<file path="src/rtl/rmint_pkg.sv">
package rmint_pkg;
  typedef enum logic [3:0] {
    S_IDLE, S_PUSH_FL, S_PUSH_CS, S_PUSH_IP, S_RD_OFF, S_RD_SEG,
    S_POP_IP, S_POP_CS, S_POP_FL, S_DONE
  } seq_state_e;

  localparam int unsigned WORD_W = 16;
  localparam int unsigned IF_BIT = 9;
  localparam int unsigned TF_BIT = 8;
  localparam int unsigned SEG_SHIFT = 4;
endpackage

</file>
<file path="src/rtl/rmint_phys_addr.sv">
module rmint_phys_addr #(
  parameter int unsigned SEG_W = 16,
  parameter int unsigned OFF_W = 16,
  parameter int unsigned SHIFT = 4,
  parameter bit          WRAP  = 1'b1,
  localparam int unsigned FULL_W = SEG_W + SHIFT + 1,
  localparam int unsigned OUT_W  = WRAP ? FULL_W - 1 : FULL_W
) (
  input  logic [SEG_W-1:0] seg_i,
  input  logic [OFF_W-1:0] off_i,
  output logic [OUT_W-1:0] addr_o
);
  logic [FULL_W-1:0] sum;
  assign sum = (FULL_W'(seg_i) << SHIFT) + FULL_W'(off_i);

  generate
    if (WRAP) begin : g_wrap
      assign addr_o = sum[FULL_W-2:0];
    end else begin : g_full
      assign addr_o = sum;
    end
  endgenerate
endmodule

</file>
<file path="src/rtl/rmint_flag_mask.sv">
module rmint_flag_mask #(
  parameter int unsigned W      = 16,
  parameter int unsigned IF_POS = 9,
  parameter int unsigned TF_POS = 8
) (
  input  logic [W-1:0] flags_i,
  output logic [W-1:0] flags_o
);
  logic [W-1:0] clr;
  always_comb begin
    clr         = '0;
    clr[IF_POS] = 1'b1;
    clr[TF_POS] = 1'b1;
  end
  assign flags_o = flags_i & ~clr;
endmodule

</file>
<file path="src/rtl/rm_intr_seq.sv">
module rm_intr_seq
  import rmint_pkg::*;
#(
  parameter bit          ADDR_WRAP = 1'b1,
  parameter int unsigned VEC_W     = 8,
  localparam int unsigned AW = ADDR_WRAP ? 20 : 21
) (
  input  logic              clk_i,
  input  logic              rst_ni,
  input  logic              irq_req_i,
  input  logic [VEC_W-1:0]  irq_vec_i,
  input  logic              iret_req_i,
  input  logic [WORD_W-1:0] ip_i,
  input  logic [WORD_W-1:0] cs_i,
  input  logic [WORD_W-1:0] sp_i,
  input  logic [WORD_W-1:0] ss_i,
  input  logic [WORD_W-1:0] flags_i,
  input  logic              ac_i,
  output logic              mem_req_o,
  output logic              mem_we_o,
  output logic [AW-1:0]     mem_addr_o,
  output logic [WORD_W-1:0] mem_wdata_o,
  input  logic [WORD_W-1:0] mem_rdata_i,
  input  logic              mem_ready_i,
  output logic              busy_o,
  output logic              done_o,
  output logic [WORD_W-1:0] ip_o,
  output logic [WORD_W-1:0] cs_o,
  output logic [WORD_W-1:0] sp_o,
  output logic [WORD_W-1:0] flags_o,
  output logic              ac_o
);
  seq_state_e        state_q;
  logic              entry_q;
  logic [WORD_W-1:0] ip_q, cs_q, sp_q, ss_q, fl_q;
  logic              ac_q;
  logic [VEC_W-1:0]  vec_q;

  logic [WORD_W-1:0] sp_dec, sp_inc, stk_off, fl_masked;
  logic [AW-1:0]     stk_addr, tbl_addr;
  logic              is_push, is_pop, is_tbl, xfer;

  assign sp_dec = sp_q - WORD_W'(2);
  assign sp_inc = sp_q + WORD_W'(2);

  assign is_push = (state_q == S_PUSH_FL) || (state_q == S_PUSH_CS) || (state_q == S_PUSH_IP);
  assign is_pop  = (state_q == S_POP_IP)  || (state_q == S_POP_CS)  || (state_q == S_POP_FL);
  assign is_tbl  = (state_q == S_RD_OFF)  || (state_q == S_RD_SEG);

  // pushes pre-decrement, pops use current SP
  assign stk_off = is_push ? sp_dec : sp_q;

  rmint_phys_addr #(
    .SEG_W(WORD_W), .OFF_W(WORD_W), .SHIFT(SEG_SHIFT), .WRAP(ADDR_WRAP)
  ) u_stk_addr (
    .seg_i (ss_q),
    .off_i (stk_off),
    .addr_o(stk_addr)
  );

  assign tbl_addr = AW'({vec_q, 2'b00}) + ((state_q == S_RD_SEG) ? AW'(2) : AW'(0));

  rmint_flag_mask #(.W(WORD_W), .IF_POS(IF_BIT), .TF_POS(TF_BIT)) u_fmask (
    .flags_i(fl_q),
    .flags_o(fl_masked)
  );

  always_comb begin
    mem_req_o   = is_push || is_pop || is_tbl;
    mem_we_o    = is_push;
    mem_addr_o  = is_tbl ? tbl_addr : (mem_req_o ? stk_addr : '0);
    unique case (state_q)
      S_PUSH_FL: mem_wdata_o = fl_q;
      S_PUSH_CS: mem_wdata_o = cs_q;
      S_PUSH_IP: mem_wdata_o = ip_q;
      default:   mem_wdata_o = '0;
    endcase
  end

  assign xfer   = mem_req_o && mem_ready_i;
  assign busy_o = (state_q != S_IDLE);
  assign done_o = (state_q == S_DONE);

  always_ff @(posedge clk_i or negedge rst_ni) begin
    if (!rst_ni) begin
      state_q <= S_IDLE;
      entry_q <= 1'b0;
      ip_q    <= '0;
      cs_q    <= '0;
      sp_q    <= '0;
      ss_q    <= '0;
      fl_q    <= '0;
      ac_q    <= 1'b0;
      vec_q   <= '0;
    end else begin
      unique case (state_q)
        S_IDLE: begin
          if (irq_req_i || iret_req_i) begin
            ip_q  <= ip_i;
            cs_q  <= cs_i;
            sp_q  <= sp_i;
            ss_q  <= ss_i;
            fl_q  <= flags_i;
            ac_q  <= ac_i;
            vec_q <= irq_vec_i;
            entry_q <= irq_req_i;
            state_q <= irq_req_i ? S_PUSH_FL : S_POP_IP;
          end
        end
        S_PUSH_FL: if (xfer) begin
          sp_q    <= sp_dec;
          fl_q    <= fl_masked;
          ac_q    <= 1'b0;
          state_q <= S_PUSH_CS;
        end
        S_PUSH_CS: if (xfer) begin
          sp_q    <= sp_dec;
          state_q <= S_PUSH_IP;
        end
        S_PUSH_IP: if (xfer) begin
          sp_q    <= sp_dec;
          state_q <= S_RD_OFF;
        end
        S_RD_OFF: if (xfer) begin
          ip_q    <= mem_rdata_i;
          state_q <= S_RD_SEG;
        end
        S_RD_SEG: if (xfer) begin
          cs_q    <= mem_rdata_i;
          state_q <= S_DONE;
        end
        S_POP_IP: if (xfer) begin
          ip_q    <= mem_rdata_i;
          sp_q    <= sp_inc;
          state_q <= S_POP_CS;
        end
        S_POP_CS: if (xfer) begin
          cs_q    <= mem_rdata_i;
          sp_q    <= sp_inc;
          state_q <= S_POP_FL;
        end
        S_POP_FL: if (xfer) begin
          fl_q    <= mem_rdata_i;
          sp_q    <= sp_inc;
          state_q <= S_DONE;
        end
        S_DONE:  state_q <= S_IDLE;
        default: state_q <= S_IDLE;
      endcase
    end
  end

  assign ip_o    = ip_q;
  assign cs_o    = cs_q;
  assign sp_o    = sp_q;
  assign flags_o = fl_q;
  assign ac_o    = ac_q;


  mem_hold_chk: assert property (@(posedge clk_i) disable iff (!rst_ni)
    (mem_req_o && !mem_ready_i) |=> (mem_req_o && $stable(mem_addr_o) &&
                                     $stable(mem_wdata_o) && $stable(mem_we_o)));


  entry_flags_chk: assert property (@(posedge clk_i) disable iff (!rst_ni)
    (done_o && entry_q) |-> (!flags_o[IF_BIT] && !flags_o[TF_BIT] && !ac_o));


  iret_no_write_chk: assert property (@(posedge clk_i) disable iff (!rst_ni)
    (mem_we_o) |-> entry_q);


  done_pulse_chk: assert property (@(posedge clk_i) disable iff (!rst_ni)
    done_o |=> !done_o);


  busy_end_chk: assert property (@(posedge clk_i) disable iff (!rst_ni)
    $fell(busy_o) |-> $past(done_o));


  push_step_chk: assert property (@(posedge clk_i) disable iff (!rst_ni)
    (mem_we_o && mem_ready_i) |=> (sp_o == $past(sp_o) - 16'd2));
endmodule

</file>
<file path="config.mk">
export PLATFORM = sky130hd
export DESIGN_NAME = rm_intr_seq
export DESIGN_NICKNAME = d
export VERILOG_FILES = /design/src/rtl/rmint_pkg.sv /design/src/rtl/rmint_phys_addr.sv /design/src/rtl/rmint_flag_mask.sv /design/src/rtl/rm_intr_seq.sv
export SDC_FILE = /design/constraint.sdc
export NUM_CORES = 1
export LEC_CHECK = 0
export ABC_AREA = 1
export BUFFER_PORTS_ARGS = -buffer_cell sky130_fd_sc_hd__buf_2
export CORE_MARGIN = 8
export CORE_UTILIZATION = 55
export CTS_CLUSTER_SIZE = 12
export DETAILED_ROUTE_END_ITERATION = 6
export GPL_TIMING_DRIVEN = 0
export PLACE_DENSITY_LB_ADDON = 0.15
export SLEW_MARGIN = 40
export SYNTH_ARGS = -nofsm -noshare
export SYNTH_HDL_FRONTEND = slang
export SYNTH_HIERARCHICAL = 1
export SYNTH_SLANG_ARGS = --single-unit
</file>
<file path="constraint.sdc">
create_clock -name clk_i -period 6.7 [get_ports clk_i]
set_input_delay 0.335 -clock clk_i [delete_from_list [all_inputs] [get_ports clk_i]]
set_output_delay 0.335 -clock clk_i [all_outputs]
set_load 0.01 [all_outputs]
</file>
== Word-level counts from Yosys, hierarchy flattened ==
Cells that the tools add are included.
Word-level totals
  output and inout bits: 105
  input bits: 110
  word-level logic and storage cells: 96
  register bits after elaboration: 93
Cells by class
  muxes and demuxes: 30
  bitwise gates (word level): 1
  reductions and logical operators: 30
  $add $sub $neg: 4
  equal/unequal tests: 22
Operators by type and width (number)
  16-bit case mux with 3 select lines: 3
  16-bit two-way mux: 8
  16-bit case mux with 2 select lines: 2
  20-bit two-way mux: 2
  4-bit two-way mux: 8
  4-bit case mux with 8 select lines: 1
  20-bit by 16-bit adder with 20-bit output: 1
  16-bit by 2-bit adder with 16-bit output, second input constant: 1
  4-bit by 3-bit equality test with 1-bit output, second input constant: 4
  2-bit inequality test, second input constant: 8
  16-bit by 2-bit subtractor with 16-bit output, second input constant: 1
  4-bit AND reduction: 3
  10-bit by 2-bit adder with 11-bit output: 1
  10-bit two-way mux: 1
  2-bit by 1-bit inequality test with 1-bit output, second input constant: 5
  3-bit AND reduction: 3
  4-bit by 2-bit equality test with 1-bit output, second input constant: 2
  4-bit equality test, second input constant: 2
  1-bit logical OR: 8
  8-bit AND reduction: 1
  2-bit nonzero test: 4
  3-bit nonzero test: 2
  2-bit OR reduction: 3
  3-bit OR reduction: 2
  other kinds (10): 11

== Logic depth before layout (Yosys ltp) ==
  word-level depth: 8
  mapped depth: 20
  gate-level depth less buffers: 20

== Modules after synthesis ==
The synthesis kept the hierarchy.
By module, submodules not included
  rm_intr_seq: instances 1, area an instance 5967.0 µm², seq. area each 2327.2 µm², cells an instance 861
  rmint_phys_addr: instances 1, area an instance 872.1 µm², seq. area each 0.0 µm², cells an instance 168
  rmint_flag_mask: instances 1, area an instance 123.9 µm², seq. area each 0.0 µm², cells an instance 17

== Worst setup path after synthesis ==
OpenSTA, ideal clock, no wires.
  kind: register -> output
  start: register state_q[3]
  end: output port mem_addr_o[18]
  slack: 3906 ps
  stages on the path, launching flop included: 17
  arrival: 2459 ps
  buffers on the path: 1
  cell sequence: dfrtp_1 > nor2_2 > nand2_2 > clkinv_1 > buf_2 > o21ai_0 > ha_1 > fa_1 > nand2_1 > nand2_1 > nand3b_1 > nand2_2 > nand2_1 > nand3_1 > nand2_1 > nand3_1 > inv_1
Between the ends
  word-level cells in the longest chain between the ends: 7
RTL lines
  from (decl): line rm_intr_seq.sv:33  | seq_state_e state_q;
  from (signal assigned): line rm_intr_seq.sv:107  | state_q <= irq_req_i ? S_PUSH_FL : S_POP_IP;
  4-bit by 1-bit equality test with 1-bit output or 4-bit by 2-bit equality test with 1-bit output (tied branches): line rm_intr_seq.sv:46  | assign is_push = (state_q == S_PUSH_FL) || (state_q == S_PUSH_CS) || (state_q == S_PUSH_IP);
  1-bit logical OR: line rm_intr_seq.sv:46
  1-bit logical OR (*): line rm_intr_seq.sv:46
  16-bit two-way mux (*): line rm_intr_seq.sv:51  | assign stk_off = is_push ? sp_dec : sp_q;
  named net stk_off[4]: line rm_intr_seq.sv:39  | logic [WORD_W-1:0] sp_dec, sp_inc, stk_off, fl_masked;
  20-bit by 16-bit adder with 20-bit output (*): line rmint_phys_addr.sv:14  | assign sum = (FULL_W'(seg_i) << SHIFT) + FULL_W'(off_i);
  named net stk_addr[18]: line rm_intr_seq.sv:40  | logic [AW-1:0] stk_addr, tbl_addr;
  20-bit two-way mux (*) (2 in a row): line rm_intr_seq.sv:71  | mem_addr_o = is_tbl ? tbl_addr : (mem_req_o ? stk_addr : '0);
  to (decl): line rm_intr_seq.sv:21  | output logic [AW-1:0] mem_addr_o,
Mark *: on every way through the listed nets, which the timed path passes. The rest lies on a longest branch.

== Final worst setup path ==
  start: register state_q[0]
  end: output port mem_addr_o[18]
Same word-level chain as after synthesis.

==> results.md <==
- The number of vias per cell is 5.27.
- Clock-pin slew was measured on the worst setup and hold paths at 0.07 ns.
- The number of DRC markers in iteration 0 is 573.
- The antenna diode count is 0.
- Along the worst path, the maximum fanout reaches 11.
- The terminus of the critical flop-to-flop path is sp_o[1].
- The clock latency on the worst-skew pair is 0.35 ns.
- The detail route stage leaves a number of antenna-violating nets equal to 0.
- The analysis attributes to cell leakage a power of 4.95 nW.
- Setup repair after global routing left no endpoint under its margin.
- The post-CTS setup repair buffer count is 0.
- Across all setup checks in the final design, the least slack found is 2.83 ns.
- The launching element type of the critical path is a register.
- The number of violations of the max-capacitance limit is 0.
- The global-route wire length before repair is 36.6 mm.
- The number of antenna violations at the first check in global routing came to 0.
- After detailed routing, the average wire length per cell comes to 16.0 um.
- The maximum number of buffers from clock root to sink is 2.
- Data on the critical path arrives at its endpoint at 3.54 ns.
- The clock arrives with 0.00679 ns of skew.
- The routed layout has 7649 vias.
- For the final routed database, the setup TNS stands at 0 ns.
- The flow ran to the end, and the final reports show no timing, DRC or antenna violations.
- The startpoint of the most critical hold path is ss_i[8].
- The congestion estimate from routability-driven global placement came to 0.892.
- The Yosys warning count is 6.
- The die outline area is 0.0165 mm2.
- TritonCTS built the clock tree.
- For this run, asynchronously set or reset flops after synthesis account for 100%.
- The worst-case register-to-register setup slack is 4.49 ns.
- The root cell of the clock tree is sky130_fd_sc_hd__clkbuf_16.
- The worst hold path belongs to the class input port to register.
- The via count of the first global-routing pass is 7426.
- At the worst endpoint, the required time is 6.36 ns.
- The end point of the most critical hold path is ss_q[8].
- The share of synthesized area occupied by flip-flops and latches is 33.4%.
- In this run, synthesis produced a sequential element count of 93.
- The worst supply voltage drop on vdd is 0.354 mV.
- For this run, design rule violations remaining after detail routing come to 0.
- The overflow left after global routing is 0.
- The worst register-to-register path begins at state_q[3].
- Timing analysis after detailed placement gives a worst setup slack of 3.21 ns.
- Post-CTS repair changed the size of 0 cells.
- The chip width is 129 um.
- The count of standard-cell rows is 41.
- The layout has 1141 filler cells.
- The synthesized cell area is 0.00696 mm2.
- In this run, distinct cell masters in the synthesized netlist total 39.
- The post-synthesis instance total is 1046.
- In this run the standard cell core region covers 0.0125 mm2.
- The initial core utilization is 55.9%.
- The kind of critical path is register to output pin.
- The port buffer count is 214.
- The routed design has 23.2 mm of wire.
- The number of flops mapped to enable cells by yosys is 0.
- The power density relative to cell area is 610 mW/mm2.
- Counting every sink on the clock net gives 93.
- The fraction of layout instances using a drive strength above 1 is 27.2%.
- The final critical-path required period is 3.87 ns.
- The net count of the finished layout is 1400.
- The number of cells on the worst reg-to-reg path is 9.
- The area growth from synthesis to layout is 24.0%.
- The worst setup path is captured at an output pin.
- The die is 129 um tall.
- The transition time of the tightest slew-check pin is 0.713 ns.
- The count of endpoints failing hold in the final timing report is 0.
- The share of the clock period used by the worst path after layout is 57.8%.
- The H-tree generated during clock tree synthesis spans 3 levels.
- The all-layer global routing usage is 28.2%.
- 215 I/O pins were placed.
- The worst relative slew slack is 52.2%.
- Along the worst hold path, the cell count comes to 2.
- The max-slew violation count came to 0.
- The total CTS buffers is 9.
- The total of endpoints with negative setup slack in the final report is 0.
- The average instance in the mapped netlist occupies 6.66 um2.
- For this run, the detailed router's first-pass iteration total came to 6.
- The most used flip-flop cell after synthesis is sky130_fd_sc_hd__dfrtp_1.
- Entering global routing, the biggest net connects 67 pins.
- Timing would allow up to 0.258 GHz.
- Summed over all nets, the half-perimeter wirelength after detailed placement is 18.3 mm.
final cells by class:
class | count | area, um2 | share of cell area [%]
Tap cell | 172 | 215 | 2.49
Clock inverter | 6 | 93.8 | 1.09
Buffer | 64 | 384 | 4.45
Timing Repair Buffer | 216 | 1120 | 13.0
Multi-Input combinational cell | 779 | 3840 | 44.5
Inverter | 111 | 417 | 4.83
Sequential cell | 93 | 2330 | 27.0
Clock buffer | 10 | 239 | 2.77
critical path, stage by stage, from the launching register on:
cell and delay [ns]:
sky130_fd_sc_hd__dfrtp_1 0.47, sky130_fd_sc_hd__inv_2 0.15, sky130_fd_sc_hd__nand2_1 0.08, sky130_fd_sc_hd__nand2_2 0.15
sky130_fd_sc_hd__clkinv_1 0.28, sky130_fd_sc_hd__clkbuf_1 0.36, sky130_fd_sc_hd__o21ai_0 0.41, sky130_fd_sc_hd__ha_1 0.37
sky130_fd_sc_hd__nand2_1 0.11, sky130_fd_sc_hd__inv_1 0.06, sky130_fd_sc_hd__nand2_1 0.06, sky130_fd_sc_hd__nand2_1 0.06
sky130_fd_sc_hd__a21oi_1 0.19, sky130_fd_sc_hd__nand3_1 0.09, sky130_fd_sc_hd__nand2_1 0.07, sky130_fd_sc_hd__nand3_1 0.07
sky130_fd_sc_hd__inv_1 0.07, sky130_fd_sc_hd__buf_2 0.12
synth_stat cells, types with 11 or more instances:
cell type / number / area (um2)
sky130_fd_sc_hd__nand3_1: 117 / 586
sky130_fd_sc_hd__ha_1: 15 / 188
sky130_fd_sc_hd__inv_1: 97 / 364
sky130_fd_sc_hd__dfrtp_1: 93 / 2330
sky130_fd_sc_hd__nor2_1: 60 / 225
sky130_fd_sc_hd__nand2_1: 379 / 1420
sky130_fd_sc_hd__buf_4: 22 / 165
sky130_fd_sc_hd__clkbuf_1: 18 / 67.6
sky130_fd_sc_hd__inv_2: 12 / 45.0
sky130_fd_sc_hd__buf_2: 19 / 95.1
sky130_fd_sc_hd__nand2_2: 11 / 68.8
sky130_fd_sc_hd__mux2_2: 25 / 282
sky130_fd_sc_hd__o21ai_0: 73 / 365
sky130_fd_sc_hd__a21oi_1: 40 / 200
worst max path at each step:
stage,depth (start not counted),to,slack (ns),start
after floorplan,16,mem_addr_o[18],3.91,state_q[3]
after global placement,17,mem_addr_o[19],3.25,state_q[0]
after detailed placement,17,mem_addr_o[18],3.21,state_q[0]
after CTS,17,mem_addr_o[18],2.82,state_q[0]
after global routing,17,mem_addr_o[13],2.53,state_q[0]
final,17,mem_addr_o[18],2.83,state_q[0]
timing repair:
action                     4_1_cts  5_1_grt
hold endpoints to repair        27        0
hold buffers                     1        0
setup endpoints to repair        0        0
cells by family after synthesis:
kind of cell | share of synthesized area [%]
and+or+nand+nor | 36.7
buffers and inverters | 11.5
AOI/OAI and AO/OA | 10.0
DFF | 33.4
muxes | 4.04
adders and majority gates | 2.98
xor gates and xnor gates | 1.26
other | 0.0539
where the power goes:
group / internal (W) / switching, W / total (W)
clock: 0.000340 / 0.000240 / 0.000581
combinational: 0.00136 / 0.00222 / 0.00359
sequential: 0.000850 / 0.000251 / 0.00110
stage by stage:
step | util [%] | hold slack [ns] | cells | power, W | instance area, um2
after global placement | 66.2 | 0.487 | 1433 | 0.00461 | 8250
after CTS | 69.3 | 0.203 | 1451 | 0.00526 | 8630
final | 69.3 | 0.210 | 1451 | 0.00527 | 8630
after floorplan | - | 0.0394 | 1047 | 0.00353 | 6970
after global routing | 69.3 | 0.206 | 1451 | 0.00572 | 8630
after detailed placement | 66.5 | 0.199 | 1434 | 0.00466 | 8290
flip-flops by register name (all words and copies together), names as in the netlist:
name	count
ac_o	1
state_q	4
ip_o	16
cs_o	16
sp_o	16
vec_q	8
flags_o	16
ss_q	16
cells in the final DEF (no fill, tap or decap), types with 2 or more instances in the layout:
master,Yosys,layout
sky130_fd_sc_hd__ha_1,15,15
sky130_fd_sc_hd__nand2_1,379,379
sky130_fd_sc_hd__nand2_2,11,11
sky130_fd_sc_hd__xor2_1,9,9
sky130_fd_sc_hd__nor2_4,3,3
sky130_fd_sc_hd__clkbuf_16,0,9
sky130_fd_sc_hd__clkinv_1,2,2
sky130_fd_sc_hd__conb_1,1,2
sky130_fd_sc_hd__nor3_2,3,3
sky130_fd_sc_hd__nand2_4,4,4
sky130_fd_sc_hd__or2_2,2,2
sky130_fd_sc_hd__nand3_2,2,2
sky130_fd_sc_hd__nor2_1,60,60
sky130_fd_sc_hd__nor3_1,5,5
sky130_fd_sc_hd__a22o_1,8,8
sky130_fd_sc_hd__nor2_2,5,5
sky130_fd_sc_hd__clkbuf_1,18,18
sky130_fd_sc_hd__inv_2,12,12
sky130_fd_sc_hd__buf_2,19,232
sky130_fd_sc_hd__mux2_2,25,25
sky130_fd_sc_hd__clkinv_4,0,2
sky130_fd_sc_hd__bufinv_16,0,2
sky130_fd_sc_hd__buf_6,5,5
sky130_fd_sc_hd__nand3_1,117,117
sky130_fd_sc_hd__dfrtp_1,93,93
sky130_fd_sc_hd__nand4_1,4,4
sky130_fd_sc_hd__inv_1,97,97
sky130_fd_sc_hd__a21oi_1,40,40
sky130_fd_sc_hd__buf_4,22,22
sky130_fd_sc_hd__o21ai_0,73,73
per-layer routing:
layer / vias up / global-route usage [%] / part of all wire [%]
li1: 3762 / - / -
met1: 3467 / 33.9 / 40
met2: 359 / 47.3 / 48
met3: 61 / 5.83 / 8.6
met4: 0 / 14.0 / 3.8
met5: - / 0 / 0
No activity file was read; power rests on OpenSTA's default activity.
